===== src/rtl/uart_rx_pkg.sv =====
`timescale 1ns/1ps
package uart_rx_pkg;

    localparam int MAX_BITS = 8;
    localparam int IDX_W    = $clog2(MAX_BITS);

    // Receiver phase; the reset encoding must stay zero (waits for idle line).
    typedef enum logic [2:0] {
        RX_WAIT_HIGH = 3'd0,
        RX_IDLE      = 3'd1,
        RX_START     = 3'd2,
        RX_DATA      = 3'd3,
        RX_PARITY    = 3'd4,
        RX_STOP      = 3'd5
    } rx_state_e;

    // Frame setup, latched when a frame opens.
    typedef struct packed {
        logic       mode_8x;
        logic [1:0] word_len;
        logic       par_en;
        logic       par_odd;
    } rx_cfg_t;

    // Every registered value of the receiver.
    typedef struct packed {
        rx_state_e             state;
        rx_cfg_t               cfg;
        logic [IDX_W-1:0]      bit_idx;
        logic [MAX_BITS-1:0]   shift;
        logic                  par_bit;
        logic                  seen_high;
        logic                  valid;
        logic [MAX_BITS-1:0]   data;
        logic                  perr;
        logic                  ferr;
        logic                  brk;
    } rx_regs_t;

    // Index of the last data bit for a word-length code (5..8 bits).
    function automatic logic [IDX_W-1:0] last_index(input logic [1:0] wl);
        return IDX_W'(4) + IDX_W'(wl);
    endfunction

endpackage


===== src/rtl/rx_line_sync.sv =====
`timescale 1ns/1ps
module rx_line_sync #(
    parameter int STAGES = 2
) (
    input  logic clk,
    input  logic rst_n,
    input  logic din,
    output logic dout
);

    logic [STAGES-1:0] chain_d;
    logic [STAGES-1:0] chain_q;

    generate
        if (STAGES == 1) begin : g_single
            always_comb chain_d = din;
        end else begin : g_multi
            always_comb chain_d = {chain_q[STAGES-2:0], din};
        end
    endgenerate

    // Reset to the idle (high) line level.
    always_ff @(posedge clk or negedge rst_n) begin
        if (!rst_n) chain_q <= '1;
        else        chain_q <= chain_d;
    end

    assign dout = chain_q[STAGES-1];

endmodule


===== src/rtl/rx_tick_timer.sv =====
`timescale 1ns/1ps
module rx_tick_timer #(
    parameter int OS_FULL    = 16,
    parameter int OS_REDUCED = 8
) (
    input  logic clk,
    input  logic rst_n,
    input  logic tick,
    input  logic clear,
    input  logic use_reduced,
    output logic half_hit,
    output logic full_hit
);

    localparam int CNT_W = $clog2(OS_FULL);
    localparam logic [CNT_W-1:0] FULL_HI_LAST = CNT_W'(OS_FULL - 1);
    localparam logic [CNT_W-1:0] HALF_HI_LAST = CNT_W'(OS_FULL / 2 - 1);
    localparam logic [CNT_W-1:0] FULL_LO_LAST = CNT_W'(OS_REDUCED - 1);
    localparam logic [CNT_W-1:0] HALF_LO_LAST = CNT_W'(OS_REDUCED / 2 - 1);

    logic [CNT_W-1:0] cnt_d;
    logic [CNT_W-1:0] cnt_q;
    logic [CNT_W-1:0] full_last;
    logic [CNT_W-1:0] half_last;

    always_comb begin
        full_last = use_reduced ? FULL_LO_LAST : FULL_HI_LAST;
        half_last = use_reduced ? HALF_LO_LAST : HALF_HI_LAST;
        half_hit  = tick && (cnt_q == half_last);
        full_hit  = tick && (cnt_q == full_last);
        if (clear)     cnt_d = '0;
        else if (tick) cnt_d = cnt_q + CNT_W'(1);
        else           cnt_d = cnt_q;
    end

    always_ff @(posedge clk or negedge rst_n) begin
        if (!rst_n) cnt_q <= '0;
        else        cnt_q <= cnt_d;
    end

endmodule


===== src/rtl/rx_frame_check.sv =====
`timescale 1ns/1ps
module rx_frame_check #(
    parameter int DATA_W = 8
) (
    input  logic [DATA_W-1:0] data,
    input  logic              par_bit,
    input  logic              par_en,
    input  logic              par_odd,
    input  logic              stop_bit,
    input  logic              seen_high,
    output logic              perr,
    output logic              ferr,
    output logic              brk
);

    // Unused upper data bits are already zero, so a plain reduction works.
    always_comb begin
        perr = par_en && ((^data ^ par_bit) != par_odd);
        ferr = !stop_bit;
        brk  = !(seen_high || stop_bit);
    end

endmodule


===== src/rtl/oversampled_uart_rx.sv =====
`timescale 1ns/1ps
module oversampled_uart_rx
    import uart_rx_pkg::*;
#(
    parameter int OS_FULL     = 16,
    parameter int OS_REDUCED  = 8,
    parameter int SYNC_STAGES = 2
) (
    input  logic       clk,
    input  logic       rst_n,
    input  logic       os_tick,
    input  logic       os_mode_8x,
    input  logic [1:0] word_len,
    input  logic       parity_en,
    input  logic       parity_odd,
    input  logic       rx_serial,
    output logic       char_valid,
    output logic [7:0] char_data,
    output logic       parity_err,
    output logic       framing_err,
    output logic       break_det
);

    rx_regs_t st_d;
    rx_regs_t st_q;

    logic line;
    logic half_hit;
    logic full_hit;
    logic tmr_clear;
    logic chk_perr;
    logic chk_ferr;
    logic chk_brk;

    // Latched setup, brought out for the bound checker.
    logic [1:0] cur_word_len;
    logic       cur_par_en;

    rx_line_sync #(.STAGES(SYNC_STAGES)) u_sync (
        .clk   (clk),
        .rst_n (rst_n),
        .din   (rx_serial),
        .dout  (line)
    );

    rx_tick_timer #(.OS_FULL(OS_FULL), .OS_REDUCED(OS_REDUCED)) u_timer (
        .clk         (clk),
        .rst_n       (rst_n),
        .tick        (os_tick),
        .clear       (tmr_clear),
        .use_reduced (st_q.cfg.mode_8x),
        .half_hit    (half_hit),
        .full_hit    (full_hit)
    );

    rx_frame_check #(.DATA_W(MAX_BITS)) u_check (
        .data      (st_q.shift),
        .par_bit   (st_q.par_bit),
        .par_en    (st_q.cfg.par_en),
        .par_odd   (st_q.cfg.par_odd),
        .stop_bit  (line),
        .seen_high (st_q.seen_high),
        .perr      (chk_perr),
        .ferr      (chk_ferr),
        .brk       (chk_brk)
    );

    always_comb begin
        st_d       = st_q;
        st_d.valid = 1'b0;
        tmr_clear  = 1'b0;
        unique case (st_q.state)
            RX_WAIT_HIGH: begin
                tmr_clear = 1'b1;
                if (line) st_d.state = RX_IDLE;
            end
            RX_IDLE: begin
                tmr_clear = 1'b1;
                if (!line) begin
                    st_d.state         = RX_START;
                    st_d.cfg.mode_8x   = os_mode_8x;
                    st_d.cfg.word_len  = word_len;
                    st_d.cfg.par_en    = parity_en;
                    st_d.cfg.par_odd   = parity_odd;
                    st_d.bit_idx       = '0;
                    st_d.shift         = '0;
                    st_d.par_bit       = 1'b0;
                    st_d.seen_high     = 1'b0;
                end
            end
            RX_START: begin
                if (half_hit) begin
                    tmr_clear  = 1'b1;
                    st_d.state = line ? RX_IDLE : RX_DATA;
                end
            end
            RX_DATA: begin
                if (full_hit) begin
                    tmr_clear                = 1'b1;
                    st_d.shift[st_q.bit_idx] = line;
                    st_d.seen_high           = st_q.seen_high | line;
                    if (st_q.bit_idx == last_index(st_q.cfg.word_len))
                        st_d.state = st_q.cfg.par_en ? RX_PARITY : RX_STOP;
                    else
                        st_d.bit_idx = st_q.bit_idx + IDX_W'(1);
                end
            end
            RX_PARITY: begin
                if (full_hit) begin
                    tmr_clear      = 1'b1;
                    st_d.par_bit   = line;
                    st_d.seen_high = st_q.seen_high | line;
                    st_d.state     = RX_STOP;
                end
            end
            RX_STOP: begin
                if (full_hit) begin
                    tmr_clear  = 1'b1;
                    st_d.valid = 1'b1;
                    st_d.data  = st_q.shift;
                    st_d.perr  = chk_perr;
                    st_d.ferr  = chk_ferr;
                    st_d.brk   = chk_brk;
                    st_d.state = RX_WAIT_HIGH;
                end
            end
            default: begin
                tmr_clear  = 1'b1;
                st_d.state = RX_WAIT_HIGH;
            end
        endcase
    end

    always_ff @(posedge clk or negedge rst_n) begin
        if (!rst_n) st_q <= '0;
        else        st_q <= st_d;
    end

    assign char_valid   = st_q.valid;
    assign char_data    = st_q.data;
    assign parity_err   = st_q.perr;
    assign framing_err  = st_q.ferr;
    assign break_det    = st_q.brk;
    assign cur_word_len = st_q.cfg.word_len;
    assign cur_par_en   = st_q.cfg.par_en;

endmodule


===== config.mk =====
export PLATFORM = sky130hd
export DESIGN_NAME = oversampled_uart_rx
export DESIGN_NICKNAME = d
export VERILOG_FILES = /design/src/rtl/uart_rx_pkg.sv /design/src/rtl/rx_line_sync.sv /design/src/rtl/rx_tick_timer.sv /design/src/rtl/rx_frame_check.sv /design/src/rtl/oversampled_uart_rx.sv
export SDC_FILE = /design/constraint.sdc
export NUM_CORES = 1
export LEC_CHECK = 0
export BUFFER_PORTS_ARGS = -buffer_cell sky130_fd_sc_hd__buf_2
export CORE_MARGIN = 2
export CORE_UTILIZATION = 56
export CTS_BUF_LIST = sky130_fd_sc_hd__clkbuf_8
export DETAILED_ROUTE_END_ITERATION = 10
export PLACE_DENSITY_LB_ADDON = 0.15
export SYNTH_ARGS = -nofsm -noshare
export SYNTH_HDL_FRONTEND = slang
export SYNTH_SLANG_ARGS = --single-unit

===== constraint.sdc =====
create_clock -name clk -period 1.92 [get_ports clk]
set_clock_uncertainty 0.1 [all_clocks]
set_input_delay 0.096 -clock clk [delete_from_list [all_inputs] [get_ports clk]]
set_output_delay 0.096 -clock clk [all_outputs]
set_load 0.02 [all_outputs]

==> results.json <==
{
  "run_status": "complete, no violations",
  "worstHoldPathType": "primary input to flop",
  "clock_power_share": 0.264,
  "sw_frac_of_total": 0.313,
  "die_area_um2": 3980,
  "required_ns": 1.99,
  "synth_mux_area_frac": 0.0729,
  "multi_input_comb_area_um2": 858,
  "hold_violations": 0,
  "worst_skew_pair.late_latency_ns": 0.29,
  "peakVddDrop_mv": 0.479,
  "fmax_mhz": 536,
  "syn_area_um2": 1960,
  "dr.pass1.iters": 4,
  "yosys.area_share.simple": 0.150,
  "setup_viol": 0,
  "rsz0062_at_grt": "false",
  "die_y_um": 63.1,
  "synthFlopType": "dfrtp_1",
  "yosysWarnings": 0,
  "tightest_slew_ns": 0.826,
  "hp-start": "os_tick",
  "routedWlPerCell_um": 13.8,
  "nets": 225,
  "reg2reg_from": "u_timer.cnt_q[0]",
  "p_switching_w": 0.000693,
  "netlist_instances": 194,
  "worstHoldPathCells": 3,
  "period_needed_ns": 1.87,
  "clk_pin_slew_ns": 0.07,
  "synth_compound_area_frac": 0.125,
  "synth_top_family_by_area": "simple AND/OR/NAND/NOR gates",
  "antenna_left": 0,
  "ys_seq_elements": 39,
  "hold_end": "u_timer.cnt_q[1]",
  "fin_crit_sh": 0.972,
  "grt_pass1_wl_um": 6300,
  "track_usage": 0.205,
  "max-slew-margin-rel": 0.449,
  "place_inst": 246,
  "worstRegToRegCells": 6,
  "cts_root_buf": "clkbuf_8",
  "rr_endpoint": "char_data[6]",
  "cts_setup_buffers": 0,
  "io_buffers": 20,
  "leakagePower_nw": 1.06,
  "std_cell_rows": 21,
  "max-clock-path-buffers": 2,
  "critPathBufInv": 1,
  "yosysUniqueCellTypes": 38,
  "die_w_um": 63.1,
  "cp-start-kind": "flop",
  "power_frac_comb": 0.250,
  "drv_cap": 0,
  "antenna_found_initial": 0,
  "start_util": 0.586,
  "worstSetupEndpointType": "flop",
  "fin_util": 0.666,
  "via_per_inst": 5.40,
  "p_per_area_nw_per_um2": 996,
  "drc": 0,
  "cp_slowest_cell": "dfrtp_1",
  "drive_gt1_frac": 0.228,
  "synthAdderAreaFrac": 0.0128,
  "core_um2": 3340,
  "grt_overflow_total": 0,
  "wl_um": 3600,
  "area_growth_pct": 13.6,
  "regArea_um2": 978,
  "cts_tree": "done",
  "power.internal_w": 0.00152,
  "async_reset_ff_frac": 1.00,
  "grt_pass1_vias": 1368,
  "place.gp.congestion": 0.900,
  "cts.sinks": 39,
  "cpPeakStageDelay_ns": 0.41,
  "place_hpwl_um": 2540,
  "fill_cells": 290,
  "cts_buffers": 5,
  "setup_tns_ns": 0,
  "pin_count": 21,
  "cp_max_fo": 13,
  "critical_path.top_delay_family": "simple AND/OR/NAND/NOR gates",
  "seq_area_frac_synth": 0.500,
  "drt-initial-drc-count": 103,
  "worstPathCellList": "ha_1 -> and3_1 -> nand3_1 -> nor2_2 -> buf_12 -> mux2_2",
  "fin_cells": 261,
  "grt_max_degree": 40,
  "n_antenna_cell": 0,
  "synth_nets": 205,
  "seq_power_share": 0.486,
  "synth_edf_count": 0,
  "worstPathArrival_ns": 1.93,
  "regToRegSetupSlack_ns": 0.05,
  "htreeDepth": 2,
  "hold_ws_ns": 0.0492,
  "critPathKind": "flop to flop",
  "vias": 1409,
  "synth_xor_area_frac": 0.0742,
  "maxSlewViolCount": 0,
  "avgSynthCellArea_um2": 10.1
}
==> cell usage after synthesis, types with 2 or more instances <==
cell	instances	area share
inv_1	6	0.012
buf_2	2	0.0051
xor2_1	3	0.013
dfrtp_1	37	0.47
clkbuf_1	6	0.012
and2_1	2	0.0064
nand2_1	24	0.046
nor3_1	2	0.0051
mux2i_1	3	0.015
nand4_1	2	0.0064
dfstp_2	2	0.027
nand3_1	7	0.018
nand2b_1	3	0.0096
o31ai_1	4	0.015
a32o_1	2	0.010
xnor2_1	11	0.049
buf_4	8	0.031
ha_1	2	0.013
mux2_2	10	0.058
nor2_1	16	0.031
a21oi_1	2	0.0051
a31oi_1	6	0.019
o21ai_0	19	0.049
==> worst max path at each step <==
stage | start | to | slack, ns | cells past startpoint
final | u_timer.cnt_q[0] | char_data[6] | 0.05 | 6
after CTS | u_timer.cnt_q[0] | break_det | 0.08 | 6
after global placement | u_timer.cnt_q[0] | break_det | 0.19 | 6
after detailed placement | u_timer.cnt_q[0] | char_data[5] | 0.12 | 6
after global routing | u_timer.cnt_q[0] | char_data[7] | 0.001 | 6
after floorplan | u_timer.cnt_q[0] | st_q[30] | 0.16 | 6
==> cell families after synthesis <==
| family | after synthesis |
|---|---|
| multiplexers | 13 |
| XOR/XNOR | 15 |
| adder cells (fa/ha/maj) | 2 |
| AND/OR/NAND/NOR | 63 |
| buffers and inverters | 23 |
| AO/OA/AOI/OAI | 39 |
| flip-flops | 39 |
==> repair_timing <==
| item | 4_1_cts | 5_1_grt |
|---|---|---|
| hold endpoints to repair | 43 | 0 |
| setup endpoints to repair | 0 | 1 |
| gates resized for setup | 0 | 1 |
| hold buffers | 7 | 0 |
==> metal layers <==
layer | vias to the layer above | part of all wire | track usage
met5 | - | 0 | 0
met4 | 0 | 0.016 | 0.0750
met1 | 673 | 0.48 | 0.279
met2 | 28 | 0.47 | 0.326
li1 | 700 | - | -
met3 | 8 | 0.030 | 0.0429
==> cell type report <==
class / instances / area share
sequential: 39 / 0.440
multi-input combinational: 132 / 0.386
timing repair buffer: 30 / 0.0923
clock buffer: 7 / 0.0434
tap: 46 / 0.0259
inverter: 6 / 0.0101
clock inverter: 1 / 0.00169
==> sequential cells by signal, summed over array words and instances (netlist names) <==
register,flops
st_q,18
u_timer.cnt_q,4
char_data,8
break_det,1
cur_par_en,1
cur_word_len,2
parity_err,1
u_sync.chain_q,2
char_valid,1
framing_err,1
==> power by group through the flow <==
stage               Combinational (W)  Sequential [W]  Clock [W]
detailed placement           0.000534         0.00109          0
CTS                          0.000549         0.00107   0.000604
finish                       0.000553         0.00107   0.000585
global route                 0.000632         0.00109   0.000644
global placement             0.000514         0.00107          0
floorplan                    0.000454         0.00103          0
==> cell usage in the layout, fill, tap and decap left out, types with 2 or more instances in the layout <==
| master | instances |
|---|---|
| a32o_1 | 2 |
| mux2_2 | 10 |
| a31oi_1 | 6 |
| nand4_1 | 2 |
| nor2_1 | 16 |
| buf_2 | 20 |
| ha_1 | 2 |
| xnor2_1 | 11 |
| mux2i_1 | 3 |
| and2_1 | 2 |
| nand2_1 | 24 |
| clkbuf_8 | 7 |
| inv_1 | 7 |
| buf_4 | 2 |
| nand3_1 | 7 |
| o21ai_0 | 19 |
| dfstp_2 | 2 |
| nor3_1 | 2 |
| o31ai_1 | 4 |
| a21oi_1 | 2 |
| dfrtp_1 | 37 |
| nand2b_1 | 3 |
| xor2_1 | 3 |
| dlygate4sd3_1 | 7 |
==> stage by stage <==
stage	worst slack (ns)	cell area, um^2	power, W
after floorplan	0.164	1960	0.00149
after global placement	0.188	2040	0.00159
after detailed placement	0.115	2040	0.00162
after CTS	0.0758	2210	0.00222
after global routing	0.00105	2220	0.00236
final	0.0540	2220	0.00221
==> worst min-delay path, stage by stage <==
cell and delay (ns):
buf_2 0.14, mux2i_1 0.08, nor2_1 0.08
Note: power is estimated with default switching activity, not from simulation.
